==> src/rtl/srb_pkg.sv <==
package srb_pkg;

    localparam int REG_W         = 64;
    localparam int HALF_W        = REG_W / 2;
    localparam int BYTES_PER_REG = REG_W / 8;
    localparam int STRIDE_SH     = $clog2(BYTES_PER_REG);
    localparam int HALF_SH       = STRIDE_SH - 1;
    localparam int BANK_REGS     = 2;
    localparam int IDX_W         = 8;

    typedef logic [REG_W-1:0]  reg_t;
    typedef logic [HALF_W-1:0] half_t;

    typedef enum logic [1:0] {
        TGT_NONE  = 2'd0,
        TGT_REG   = 2'd1,
        TGT_FLUSH = 2'd2
    } tgt_e;

    typedef enum logic {
        PART_HI = 1'b0,
        PART_LO = 1'b1
    } part_e;

    typedef struct packed {
        tgt_e             tgt;
        logic [IDX_W-1:0] idx;
        part_e            part;
        logic             wide;
    } access_t;

    // New word value after a write described by acc.
    function automatic reg_t merge_word(reg_t old_w, reg_t wd, access_t acc);
        reg_t res;
        if (acc.part == PART_LO) begin
            res = {old_w[REG_W-1:HALF_W], wd[HALF_W-1:0]};
        end else if (acc.wide) begin
            res = wd;
        end else begin
            res = {wd[HALF_W-1:0], old_w[HALF_W-1:0]};
        end
        return res;
    endfunction

    // Value placed on the read bus for a read described by acc.
    function automatic reg_t select_word(reg_t cur, access_t acc);
        reg_t res;
        if (acc.part == PART_LO) begin
            res = {{HALF_W{1'b0}}, cur[HALF_W-1:0]};
        end else if (acc.wide) begin
            res = cur;
        end else begin
            res = {{HALF_W{1'b0}}, cur[REG_W-1:HALF_W]};
        end
        return res;
    endfunction

endpackage

==> src/rtl/srb_decode.sv <==
module srb_decode
    import srb_pkg::*;
#(
    parameter int ADDR_W    = 8,
    parameter int NUM_WORDS = 2
) (
    input  logic [ADDR_W-1:0] addr,
    input  logic              size64,
    output access_t           acc
);
    localparam int WORD_BITS = ADDR_W - STRIDE_SH;

    logic [WORD_BITS-1:0] word_no;
    logic                 aligned;

    assign word_no = addr[ADDR_W-1:STRIDE_SH];
    assign aligned = (addr[HALF_SH-1:0] == '0);

    always_comb begin
        acc.tgt  = TGT_NONE;
        acc.idx  = IDX_W'(word_no);
        acc.part = addr[HALF_SH] ? PART_LO : PART_HI;
        acc.wide = size64;
        if (aligned) begin
            if (word_no < WORD_BITS'(NUM_WORDS)) begin
                acc.tgt = TGT_REG;
            end else if (word_no == WORD_BITS'(NUM_WORDS)) begin
                acc.tgt = TGT_FLUSH;
            end
        end
    end
endmodule

==> src/rtl/srb_word.sv <==
module srb_word
    import srb_pkg::*;
#(
    parameter int WORD_IDX = 0
) (
    input  logic    clk,
    input  logic    rst,
    input  logic    wr_en,
    input  access_t acc,
    input  reg_t    wdata,
    output reg_t    q
);
    logic hit;

    assign hit = wr_en && (acc.tgt == TGT_REG) && (acc.idx == IDX_W'(WORD_IDX));

    always_ff @(posedge clk) begin
        if (rst) begin
            q <= '0;
        end else if (hit) begin
            q <= merge_word(q, wdata, acc);
        end
    end
endmodule

==> src/rtl/srb_rdmux.sv <==
module srb_rdmux
    import srb_pkg::*;
#(
    parameter int NUM_WORDS = 2
) (
    input  logic    clk,
    input  logic    rst,
    input  logic    rd_en,
    input  access_t acc,
    input  reg_t    words [NUM_WORDS],
    output reg_t    rdata,
    output logic    rvalid
);
    reg_t picked;

    always_comb begin
        picked = '0;
        if (acc.tgt == TGT_REG) begin
            for (int i = 0; i < NUM_WORDS; i++) begin
                if (acc.idx == IDX_W'(i)) begin
                    picked = select_word(words[i], acc);
                end
            end
        end
    end

    always_ff @(posedge clk) begin
        if (rst) begin
            rdata  <= '0;
            rvalid <= 1'b0;
        end else begin
            rvalid <= rd_en;
            if (rd_en) begin
                rdata <= picked;
            end
        end
    end
endmodule

==> src/rtl/split_reg_bank.sv <==
module split_reg_bank
    import srb_pkg::*;
#(
    parameter int ADDR_W = 8
) (
    input  logic              clk,
    input  logic              rst,
    input  logic              wr_en,
    input  logic              rd_en,
    input  logic [ADDR_W-1:0] addr,
    input  logic              size64,
    input  logic [63:0]       wdata,
    output logic [63:0]       rdata,
    output logic              rvalid,
    output logic [63:0]       ctrl_q,
    output logic [63:0]       base_q
);
    access_t acc;
    reg_t    words [BANK_REGS];

    srb_decode #(
        .ADDR_W   (ADDR_W),
        .NUM_WORDS(BANK_REGS)
    ) u_decode (
        .addr  (addr),
        .size64(size64),
        .acc   (acc)
    );

    for (genvar g = 0; g < BANK_REGS; g++) begin : g_word
        srb_word #(
            .WORD_IDX(g)
        ) u_word (
            .clk  (clk),
            .rst  (rst),
            .wr_en(wr_en),
            .acc  (acc),
            .wdata(wdata),
            .q    (words[g])
        );
    end

    srb_rdmux #(
        .NUM_WORDS(BANK_REGS)
    ) u_rdmux (
        .clk   (clk),
        .rst   (rst),
        .rd_en (rd_en),
        .acc   (acc),
        .words (words),
        .rdata (rdata),
        .rvalid(rvalid)
    );

    assign ctrl_q = words[0];
    assign base_q = words[1];
endmodule

==> config.mk <==
export PLATFORM = sky130hd
export DESIGN_NAME = split_reg_bank
export DESIGN_NICKNAME = d
export VERILOG_FILES = /design/src/rtl/srb_pkg.sv /design/src/rtl/srb_decode.sv /design/src/rtl/srb_word.sv /design/src/rtl/srb_rdmux.sv /design/src/rtl/split_reg_bank.sv
export SDC_FILE = /design/constraint.sdc
export NUM_CORES = 1
export LEC_CHECK = 0
export BUFFER_PORTS_ARGS = -buffer_cell sky130_fd_sc_hd__buf_2
export CORE_MARGIN = 10
export CORE_UTILIZATION = 40
export CTS_CLUSTER_DIAMETER = 120
export DETAILED_ROUTE_END_ITERATION = 16
export PLACE_DENSITY = 0.64
export SETUP_SLACK_MARGIN = 0.02
export SLEW_MARGIN = 20
export SYNTH_ARGS = -nofsm -noshare
export SYNTH_HDL_FRONTEND = slang
export SYNTH_SLANG_ARGS = --single-unit
==> constraint.sdc <==
create_clock -name clk -period 2.25 [get_ports clk]
set_input_delay 0.225 -clock clk [delete_from_list [all_inputs] [get_ports clk]]
set_output_delay 0.225 -clock clk [all_outputs]
set_load 0.05 [all_outputs]
==> flow_metrics.env, run 1 <==
export IMPL_status="completed"
export IMPL_synth_distinct_cells=29
export IMPL_h_tree_depth=4
export IMPL_clock_latency_ns=0.44
export IMPL_muxShareOfSynthArea=0.159
export IMPL_ys_flop_type="dfxtp_1"
export IMPL_routed_via_density=5.25
export IMPL_synth_simple_gate_area_share=0.143
export IMPL_syn_inst=912
export IMPL_synth_fa_ha_area_frac=0
export IMPL_coreArea_mm2=0.0209
export IMPL_yosys_area_top_type_share=0.458
export IMPL_period_needed_ns=1.42
export IMPL_numPortBuffers=269
export IMPL_antenna_found_initial=1
export IMPL_critPathRequiredTime_ns=2.62
export IMPL_ys_ff_latch=193
export IMPL_dieArea_mm2=0.0273
export IMPL_avgRoutedWirePerCell_um=20.5
export IMPL_die_x_um=165
export IMPL_slowest_delay_ns=0.43
export IMPL_start_util=0.404
export IMPL_max_freq_mhz=704
export IMPL_cts_made_buffers=17
export IMPL_clockRootBuffer="clkbuf_16"
export IMPL_endpoint_kind="flop"
export IMPL_fp_row_count=53
export IMPL_n_fill_cell=2033
export IMPL_grt_pass1_vias=7341
export IMPL_syn_area_mm2=0.00844
export IMPL_cts_hold_buffers=0
export IMPL_cp_arrival_ns=1.79
export IMPL_synth_top_family_by_area="compound AO/OA/AOI/OAI gates"
export IMPL_worst_slew_pin_slew_ns=0.707
export IMPL_post_cts_buffers=0
export IMPL_first_iter_violations=441
export IMPL_synth_area_leaders="dfxtp_1 (46%), mux2i_1 (9.3%), mux2_2 (6.7%)"
export IMPL_placed_area_mm2=0.00999
export IMPL_vdd_ir_drop_worst_mv=0.464
export IMPL_fin_cells=1437
export IMPL_rsz0062_at_grt="no"
export IMPL_yosys_area_top_type="dfxtp_1"
export IMPL_fin_worst_skew_ns=0.0121
export IMPL_fin_tns_setup_ns=0
export IMPL_drv_cap=0
export IMPL_cp_common_cell="nor2_1"
export IMPL_path_max_fanout=30
export IMPL_area_growth_pct=25.1
export IMPL_hold_violations=0
export IMPL_synth_nets=989
export IMPL_final_layout_size_suffix_gt1_frac=0.360
export IMPL_hp_class="in2reg"
export IMPL_cts_resized_gates=0
export IMPL_critPathSlowestCell="nor2_1"
export IMPL_placed_cells=1405
export IMPL_clock_path_buffers=2
export IMPL_die_h_um=165
export IMPL_avgSynthCellArea_um2=9.25
export IMPL_synth_common_cells="dfxtp_1 (193), nand2_1 (138), nor2_1 (99), a21oi_1 (96), mux2i_1 (78)"
export IMPL_synth_edff_count=0
export IMPL_place_congestion=0.793
export IMPL_ys_warn_count=0
export IMPL_finalSetupViolations=0
export IMPL_grt_max_degree=59
export IMPL_pwr_density_cell_mw_per_mm2=645
export IMPL_ant_nets=0
export IMPL_slew_violations=0
export IMPL_regArea_mm2=0.00386
export IMPL_period_share=0.631
export IMPL_cts_sinks=193
export IMPL_start_kind="input pin"
export IMPL_fin_area_mm2=0.0106
export IMPL_seq_area_frac_synth=0.458
export IMPL_cts_tree="done"
export IMPL_dp_hpwl_um=21000
export IMPL_vias=7538
export IMPL_path_class="in2reg"
export IMPL_crit_chain="buf_2 > nor2_1 > and4_4 > buf_4 > nor2_1 > a211oi_2"
export IMPL_multi_input_area_mm2=0.00413
export IMPL_async_flop_share=0
export IMPL_ios=270
export IMPL_hold_worst_slack_ns=0.0403
export IMPL_path_clk_slew_ns=0.08
export IMPL_grt_overflow_total=0
export IMPL_slew_headroom=0.529
export IMPL_yosys_area_share_xor_xnor=0
export IMPL_fin_nets=1226
export IMPL_first_pass_iters=5
export IMPL_grt_pass1_wl_um=44100
export IMPL_grt_usage=0.207
export IMPL_wirelength_um=29400
export IMPL_synth_most_common_cell="dfxtp_1"
export IMPL_p_leak_nw=4.51
export IMPL_diodes=0
export IMPL_synth_compound_area_frac=0.186
export IMPL_drc_errors=0
## cell families (layout without fill, tap and decap cells)
group,Yosys count,after routing
AO/OA/AOI/OAI,226,226
buffers and inverters,81,331
multiplexers,128,128
flip-flops,193,193
AND/OR/NAND/NOR,284,284
## worst paths after layout
check	start	end	slack [ns]	depth (start not counted)
setup reg to reg	g_word[1].u_word.q[57]	u_rdmux.rdata[25]	1.22	3
hold / removal	wdata[4]	g_word[0].u_word.q[4]	0.04	3
hold reg to reg	u_rdmux.rdata[25]	u_rdmux.rdata[25]	0.46	2
setup / recovery	addr[1]	g_word[0].u_word.q[37]	0.83	6
## state kept, by name (all words and copies together), names as in the netlist
name / cells
u_rdmux.rvalid: 1
u_rdmux.rdata: 64
g_word.u_word.q: 128
## final cells by class
| class | count | area share |
|---|---|---|
| well taps | 275 | 0.0326 |
| flip-flops and latches | 193 | 0.366 |
| multi-input cells | 638 | 0.391 |
| clock buffers | 17 | 0.0403 |
| clock inverters | 15 | 0.0132 |
| repair buffers | 299 | 0.157 |
## metal layers
metal / GRT usage / up-vias / wire length [µm]
met3: 0.0558 / 36 / 2150
li1: - / 3681 / -
met4: 0.0564 / 2 / 531
met1: 0.258 / 3587 / 12500
met5: 0 / - / 7
met2: 0.344 / 232 / 14200
## critical path, delay by kind of cell
| kind | cells | cell delay [ns] |
|---|---|---|
| and+or+nand+nor | 3 | 0.89 |
| buffers and inverters | 2 | 0.45 |
| AOI/OAI and AO/OA | 1 | 0.20 |
## where the power goes
part / total, mW / switching, mW / internal [mW] / leakage (nW)
Sequential: 3.42 / 0.00564 / 3.42 / 1.55
Combinational: 0.428 / 0.279 / 0.149 / 2.67
Clock: 2.96 / 1.49 / 1.47 / 0.282
Total: 6.81 / 1.77 / 5.04 / 4.51
## cell usage in the layout (no fill, tap or decap)
cell	Yosys	routed
nand2_1	138	138
and4_2	0	3
nor2b_1	34	34
mux2_2	50	50
nor4_2	1	1
buf_12	4	6
clkinv_4	0	3
o21ai_0	5	5
a211oi_2	28	28
and3_2	0	1
mux2i_1	78	78
o21ai_1	4	4
nor2_4	1	2
buf_2	20	268
and3_1	2	1
nand4_1	2	2
buf_4	16	24
a21oi_1	96	96
dfxtp_1	193	193
buf_6	0	1
and3b_1	1	1
inv_8	0	3
o22ai_1	32	32
nand3_1	1	1
a211oi_1	36	36
and4_4	1	1
clkinv_8	0	1
inv_6	0	6
o21a_1	1	1
nand2b_1	1	1
nor2_1	99	98
a22o_1	23	23
o21ba_2	1	1
clkinv_2	0	2
clkbuf_16	0	17
## per-stage QoR
stage | total power, mW | utilization | setup WS, ns
2_1_floorplan | 3.75 | - | 0.792
3_3_place_gp | 3.93 | 0.478 | 0.466
3_5_place_dp | 3.93 | 0.478 | 0.406
4_1_cts | 6.86 | 0.505 | 0.844
5_1_grt | 7.03 | 0.505 | 0.709
6_report | 6.81 | 0.505 | 0.831
(Power assumes the default switching activity.)
==> inputs of run 2 (changes only) <==
PLACE_DENSITY = 0.67   (was 0.64)
clock period = 1.23 ns   (was 2.25 ns; I/O delays follow)
==> run 2 against run 1 <==
Compared with the run above: setup slack got worse by 0.79 ns; total power is 93% higher; clock-buffer cell count rose by 3; flip-flop and latch count did not move; hold slack better by 0.029 ns; global-route usage up 0.46 points; clock skew is 0.0041 ns lower; register-to-register slack worse by 1.0 ns; via count up 6.0%; first-iteration DRC count rose by 35%.
==> flow_metrics.env, run 2 (synthesis gave the netlist of run 1 again) <==
export IMPL_grt_max_degree=77
export IMPL_finalSetupViolations=0
export IMPL_hold_violations=0
export IMPL_die_x_um=165
export IMPL_slowest_delay_ns=0.38
export IMPL_start_util=0.404
export IMPL_layout_commonest_cell="dfxtp_1"
export IMPL_fin_worst_skew_ns=0.00806
export IMPL_endpoint_kind="output pin"
export IMPL_cp_arrival_ns=1.06
export IMPL_cts_sinks=193
export IMPL_first_pass_iters=6
export IMPL_crit_chain="clkbuf_4"
export IMPL_p_comb_frac=0.075
export IMPL_clock_latency_ns=0.43
export IMPL_swShare=0.240
export IMPL_slew_headroom=0.728
export IMPL_grt_overflow_total=0
export IMPL_rsz0062_at_grt="yes"
export IMPL_vdd_ir_drop_worst_mv=0.798
export IMPL_die_h_um=165
export IMPL_p_switching_mw=3.15
export IMPL_period_share=0.964
export IMPL_numPortBuffers=269
export IMPL_largest_reg_flops=128
export IMPL_final_layout_size_suffix_gt1_frac=0.383
export IMPL_placed_cells=1433
export IMPL_clockRootBuffer="clkbuf_16"
export IMPL_rr_startpoint="g_word[1].u_word.q[42]"
export IMPL_period_needed_ns=1.19
export IMPL_drc_errors=0
export IMPL_cp_top_family="flip-flops"
export IMPL_cp_num_buf_inv=1
export IMPL_ios=270
export IMPL_avgRoutedWirePerCell_um=20.2
export IMPL_fin_nets=1287
export IMPL_routed_via_density=5.33
export IMPL_ant_nets=0
export IMPL_top_regs="g_word.u_word.q x128, u_rdmux.rdata x64, u_rdmux.rvalid x1"
export IMPL_diodes=0
export IMPL_clock_path_buffers=2
export IMPL_critPathSlowestCell="dfxtp_1"
export IMPL_power_internal_mw=10.0
export IMPL_vias=7988
export IMPL_p_leak_nw=4.88
export IMPL_path_clk_slew_ns=0.07
export IMPL_status="completed"
export IMPL_first_iter_violations=596
export IMPL_fin_cells=1498
export IMPL_critPathRequiredTime_ns=1.11
export IMPL_placed_area_mm2=0.0104
export IMPL_grt_pass1_wl_um=45300
export IMPL_coreArea_mm2=0.0209
export IMPL_worst_slew_pin_slew_ns=0.408
export IMPL_total_power_mw=13.2
export IMPL_antenna_found_initial=0
export IMPL_cts_tree="done"
export IMPL_max_freq_mhz=844
export IMPL_fin_area_mm2=0.0120
export IMPL_area_growth_pct=42.2
export IMPL_fp_row_count=53
export IMPL_layout_common_cells="dfxtp_1 (178), nand2_1 (138), buf_2 (113)"
export IMPL_dp_hpwl_um=21300
export IMPL_min_delay_start="wdata[44]"
export IMPL_grt_pass1_vias=7935
export IMPL_cts_made_buffers=17
export IMPL_clockPowerShare=0.449
export IMPL_place_congestion=0.809
export IMPL_fin_tns_setup_ns=0
export IMPL_slew_violations=0
export IMPL_wirelength_um=30200
export IMPL_hold_worst_slack_ns=0.0693
export IMPL_grt_usage=0.211
export IMPL_hp_class="in2reg"
export IMPL_start_kind="flop"
export IMPL_path_max_fanout=3
export IMPL_drv_cap=0
export IMPL_crit_start="g_word[0].u_word.q[12]"
export IMPL_h_tree_depth=4
export IMPL_sequentialPowerShare=0.476
export IMPL_pwr_density_cell_mw_per_mm2=1100
export IMPL_top_register="g_word.u_word.q"
export IMPL_dieArea_mm2=0.0273
export IMPL_path_class="reg2out"
[run 2: changes by cell type in the layout (fill, tap and decap cells not counted), sizes merged]
| cell | before | now |
|---|---|---|
| inv | 9 | 5 |
| clkbuf | 17 | 80 |
| dlygate4sd3 | 0 | 32 |
| bufinv | 0 | 3 |
| buf | 299 | 268 |
| clkinvlp | 0 | 3 |
| clkinv | 6 | 1 |
[run 2: layout make-up]
type	count	area [µm²]
timing repair buffer	360	2970
multi-input combinational	638	4180
fill	1775	8890
clock buffer	20	447
sequential	193	3880
tap	275	344
clock inverter	12	173
[run 2: worst register-to-register path: cells and delay by family (launching register included)]
family,cells,cell delay (ns)
compound gates,1,0.15
flops,1,0.37
mux,1,0.33
simple gates,1,0.05
[run 2: worst paths after layout]
check / cells past startpoint / to / slack, ns
setup / recovery: 1 / ctrl_q[12] / 0.04
setup reg to reg: 3 / u_rdmux.rdata[42] / 0.22
hold / removal: 3 / g_word[0].u_word.q[44] / 0.07
hold reg to reg: 2 / u_rdmux.rdata[16] / 0.46
[run 2: power by group through the flow]
stage / Sequential (mW) / Combinational, mW / Clock (mW)
after global placement: 6.41 / 0.888 / 0
after detailed placement: 6.41 / 0.889 / 0
final: 6.26 / 0.982 / 5.91
after global routing: 6.26 / 1.04 / 6.26
after floorplan: 6.45 / 0.432 / 0
after CTS: 6.26 / 0.974 / 5.98
[run 2: metrics by stage]
stage / utilization / setup WS [ns]
after global routing: 0.574 / -0.00234
after floorplan: - / -0.0562
after global placement: 0.499 / -0.313
after detailed placement: 0.499 / -0.385
after CTS: 0.558 / 0.0204
final: 0.574 / 0.0448
[run 2: layer usage]
metal / GRT usage / vias to the layer above / routed length [µm]
met5: 0 / - / 0
met4: 0.0721 / 0 / 648
met3: 0.0555 / 45 / 2450
met2: 0.348 / 325 / 14900
met1: 0.262 / 3828 / 12300
li1: - / 3790 / -
[run 2: what timing repair did]
action                                  in CTS  in global routing
setup buffers                                0                  1
hold buffers                                32                  0
endpoints found under the hold margin       64                  0
resized for setup                          107                127
endpoints found under the setup margin      88                243
cloned                                       0                  0
pin swaps                                    0                  1
==> inputs of run 3 (changes only) <==
ABC_CLOCK_PERIOD_IN_PS = 1230   (was unset)
CORE_UTILIZATION = 30   (was 40)
PLACE_DENSITY = 0.53   (was 0.67)
==> run 3 against run 2 <==
Compared with the run above: utilization fell by 13 points; largest power group unchanged; cell count rose by 6.9%; via count fell by 2.5%; global-route usage fell by 3.7 points; sequential power barely moved; final area rose by 2.0%; clock power fell by 3.6%.
==> flow_metrics.env, run 3 (synthesis gave the netlist of run 1 again) <==
export IMPL_hp_class="in2reg"
export IMPL_ant_nets=0
export IMPL_use_met1=0.230
export IMPL_clock_path_buffers=2
export IMPL_cts_made_buffers=17
export IMPL_grt_overflow_total=0
export IMPL_h_tree_depth=4
export IMPL_critPathSlowestCell="dfxtp_1"
export IMPL_path_class="reg2out"
export IMPL_placed_cells=1536
export IMPL_post_cts_buffers=0
export IMPL_place_congestion=0.792
export IMPL_ios=270
export IMPL_final_util=0.441
export IMPL_wirelength_um=32400
export IMPL_vias=7790
export IMPL_top_register="g_word.u_word.q"
export IMPL_grt_pass1_wl_um=48500
export IMPL_layout_common_cells="dfxtp_1 (165), nand2_1 (137), buf_2 (102)"
export IMPL_clockRootBuffer="clkbuf_16"
export IMPL_die_x_um=188
export IMPL_fin_cells=1602
export IMPL_endpoint_kind="output pin"
export IMPL_slew_violations=0
export IMPL_use_met3=0.0443
export IMPL_path_max_fanout=3
export IMPL_top_regs="g_word.u_word.q x128, u_rdmux.rdata x64, u_rdmux.rvalid x1"
export IMPL_first_iter_violations=509
export IMPL_fin_tns_setup_ns=0
export IMPL_post_place_ws_ns=-0.379
export IMPL_grt_max_degree=74
export IMPL_status="completed"
export IMPL_total_power_mw=13.0
export IMPL_dp_hpwl_um=22800
export IMPL_crit_chain="buf_6"
export IMPL_pwr_density_cell_mw_per_mm2=1060
export IMPL_drc_errors=0
export IMPL_antenna_found_initial=1
export IMPL_cp_top_family="flip-flops"
export IMPL_cts_tree="done"
export IMPL_rsz0062_at_grt="yes"
export IMPL_die_h_um=188
export IMPL_vdd_ir_drop_worst_mv=0.741
export IMPL_fp_row_count=61
export IMPL_busiest_layer="met2"
export IMPL_area_growth_pct=45.1
export IMPL_finalSetupViolations=0
export IMPL_drv_cap=0
export IMPL_period_share=0.961
export IMPL_slew_headroom=0.768
export IMPL_max_freq_mhz=846
export IMPL_fin_nets=1287
export IMPL_crit_start="g_word[0].u_word.q[2]"
export IMPL_grt_usage=0.174
export IMPL_period_needed_ns=1.18
export IMPL_first_pass_iters=5
export IMPL_cts_sinks=193
export IMPL_clock_latency_ns=0.43
export IMPL_path_clk_slew_ns=0.08
export IMPL_slowest_delay_ns=0.43
export IMPL_final_layout_size_suffix_gt1_frac=0.398
export IMPL_cp_num_buf_inv=1
export IMPL_avgRoutedWirePerCell_um=20.2
export IMPL_largest_reg_flops=128
export IMPL_hold_worst_slack_ns=0.0522
export IMPL_layout_commonest_cell="dfxtp_1"
export IMPL_start_util=0.304
export IMPL_start_kind="flop"
export IMPL_worst_slew_pin_slew_ns=0.339
export IMPL_min_delay_start="rst"
export IMPL_coreArea_mm2=0.0278
export IMPL_cp_arrival_ns=1.06
export IMPL_rr_startpoint="g_word[1].u_word.q[57]"
export IMPL_hold_violations=0
export IMPL_p_leak_nw=4.92
export IMPL_use_met2=0.279
export IMPL_placed_area_mm2=0.0106
export IMPL_routed_via_density=4.86
export IMPL_grt_pass1_vias=7735
export IMPL_numPortBuffers=269
export IMPL_fin_worst_skew_ns=0.0154
export IMPL_dieArea_mm2=0.0352
export IMPL_critPathRequiredTime_ns=1.11
export IMPL_fin_area_mm2=0.0122
export IMPL_setup_slack_ns=0.0478
## run 3: changes by cell type in the layout (fill, tap and decap cells not counted), moves of 3 or more
cell	change
inv_6	+4
buf_12	+5
clkbuf_4	-9
clkinv_8	+3
buf_2	-11
buf_4	+12
clkinvlp_4	-3
dfxtp_1	-13
dfxtp_2	+13
## run 3: routing by layer
| metal | vias up | share of wire |
|---|---|---|
| li1 | 3802 | - |
| met1 | 3769 | 0.47 |
| met2 | 207 | 0.47 |
| met3 | 12 | 0.053 |
| met4 | 0 | 0.0075 |
| met5 | - | 0 |
## run 3: worst paths after layout
kind / to / slack (ns) / depth (start not counted)
setup / recovery: ctrl_q[2] / 0.05 / 1
hold / removal: u_rdmux.rvalid / 0.05 / 3
setup reg to reg: u_rdmux.rdata[25] / 0.19 / 3
hold reg to reg: u_rdmux.rdata[16] / 0.45 / 2
## run 3: cell type report
cell class / instances / area, µm²
repair buffers: 360 / 3080
well taps: 378 / 473
fillers: 2747 / 15500
diodes: 1 / 2.50
multi-input cells: 638 / 4190
clock inverters: 15 / 170
flip-flops and latches: 193 / 3900
clock buffers: 17 / 425
## run 3: repair_timing
item,CTS,global route
resized for setup,142,115
endpoints found under the hold margin,64,0
endpoints found under the setup margin,112,111
hold buffers,32,0
pin swaps,0,0
gates cloned,0,1
## run 3: report_power, final
group	switching, mW	total (mW)	internal [mW]	leakage (nW)
logic	0.570	1.02	0.448	3.06
registers	0.0107	6.26	6.25	1.57
clock network	2.80	5.70	2.91	0.294
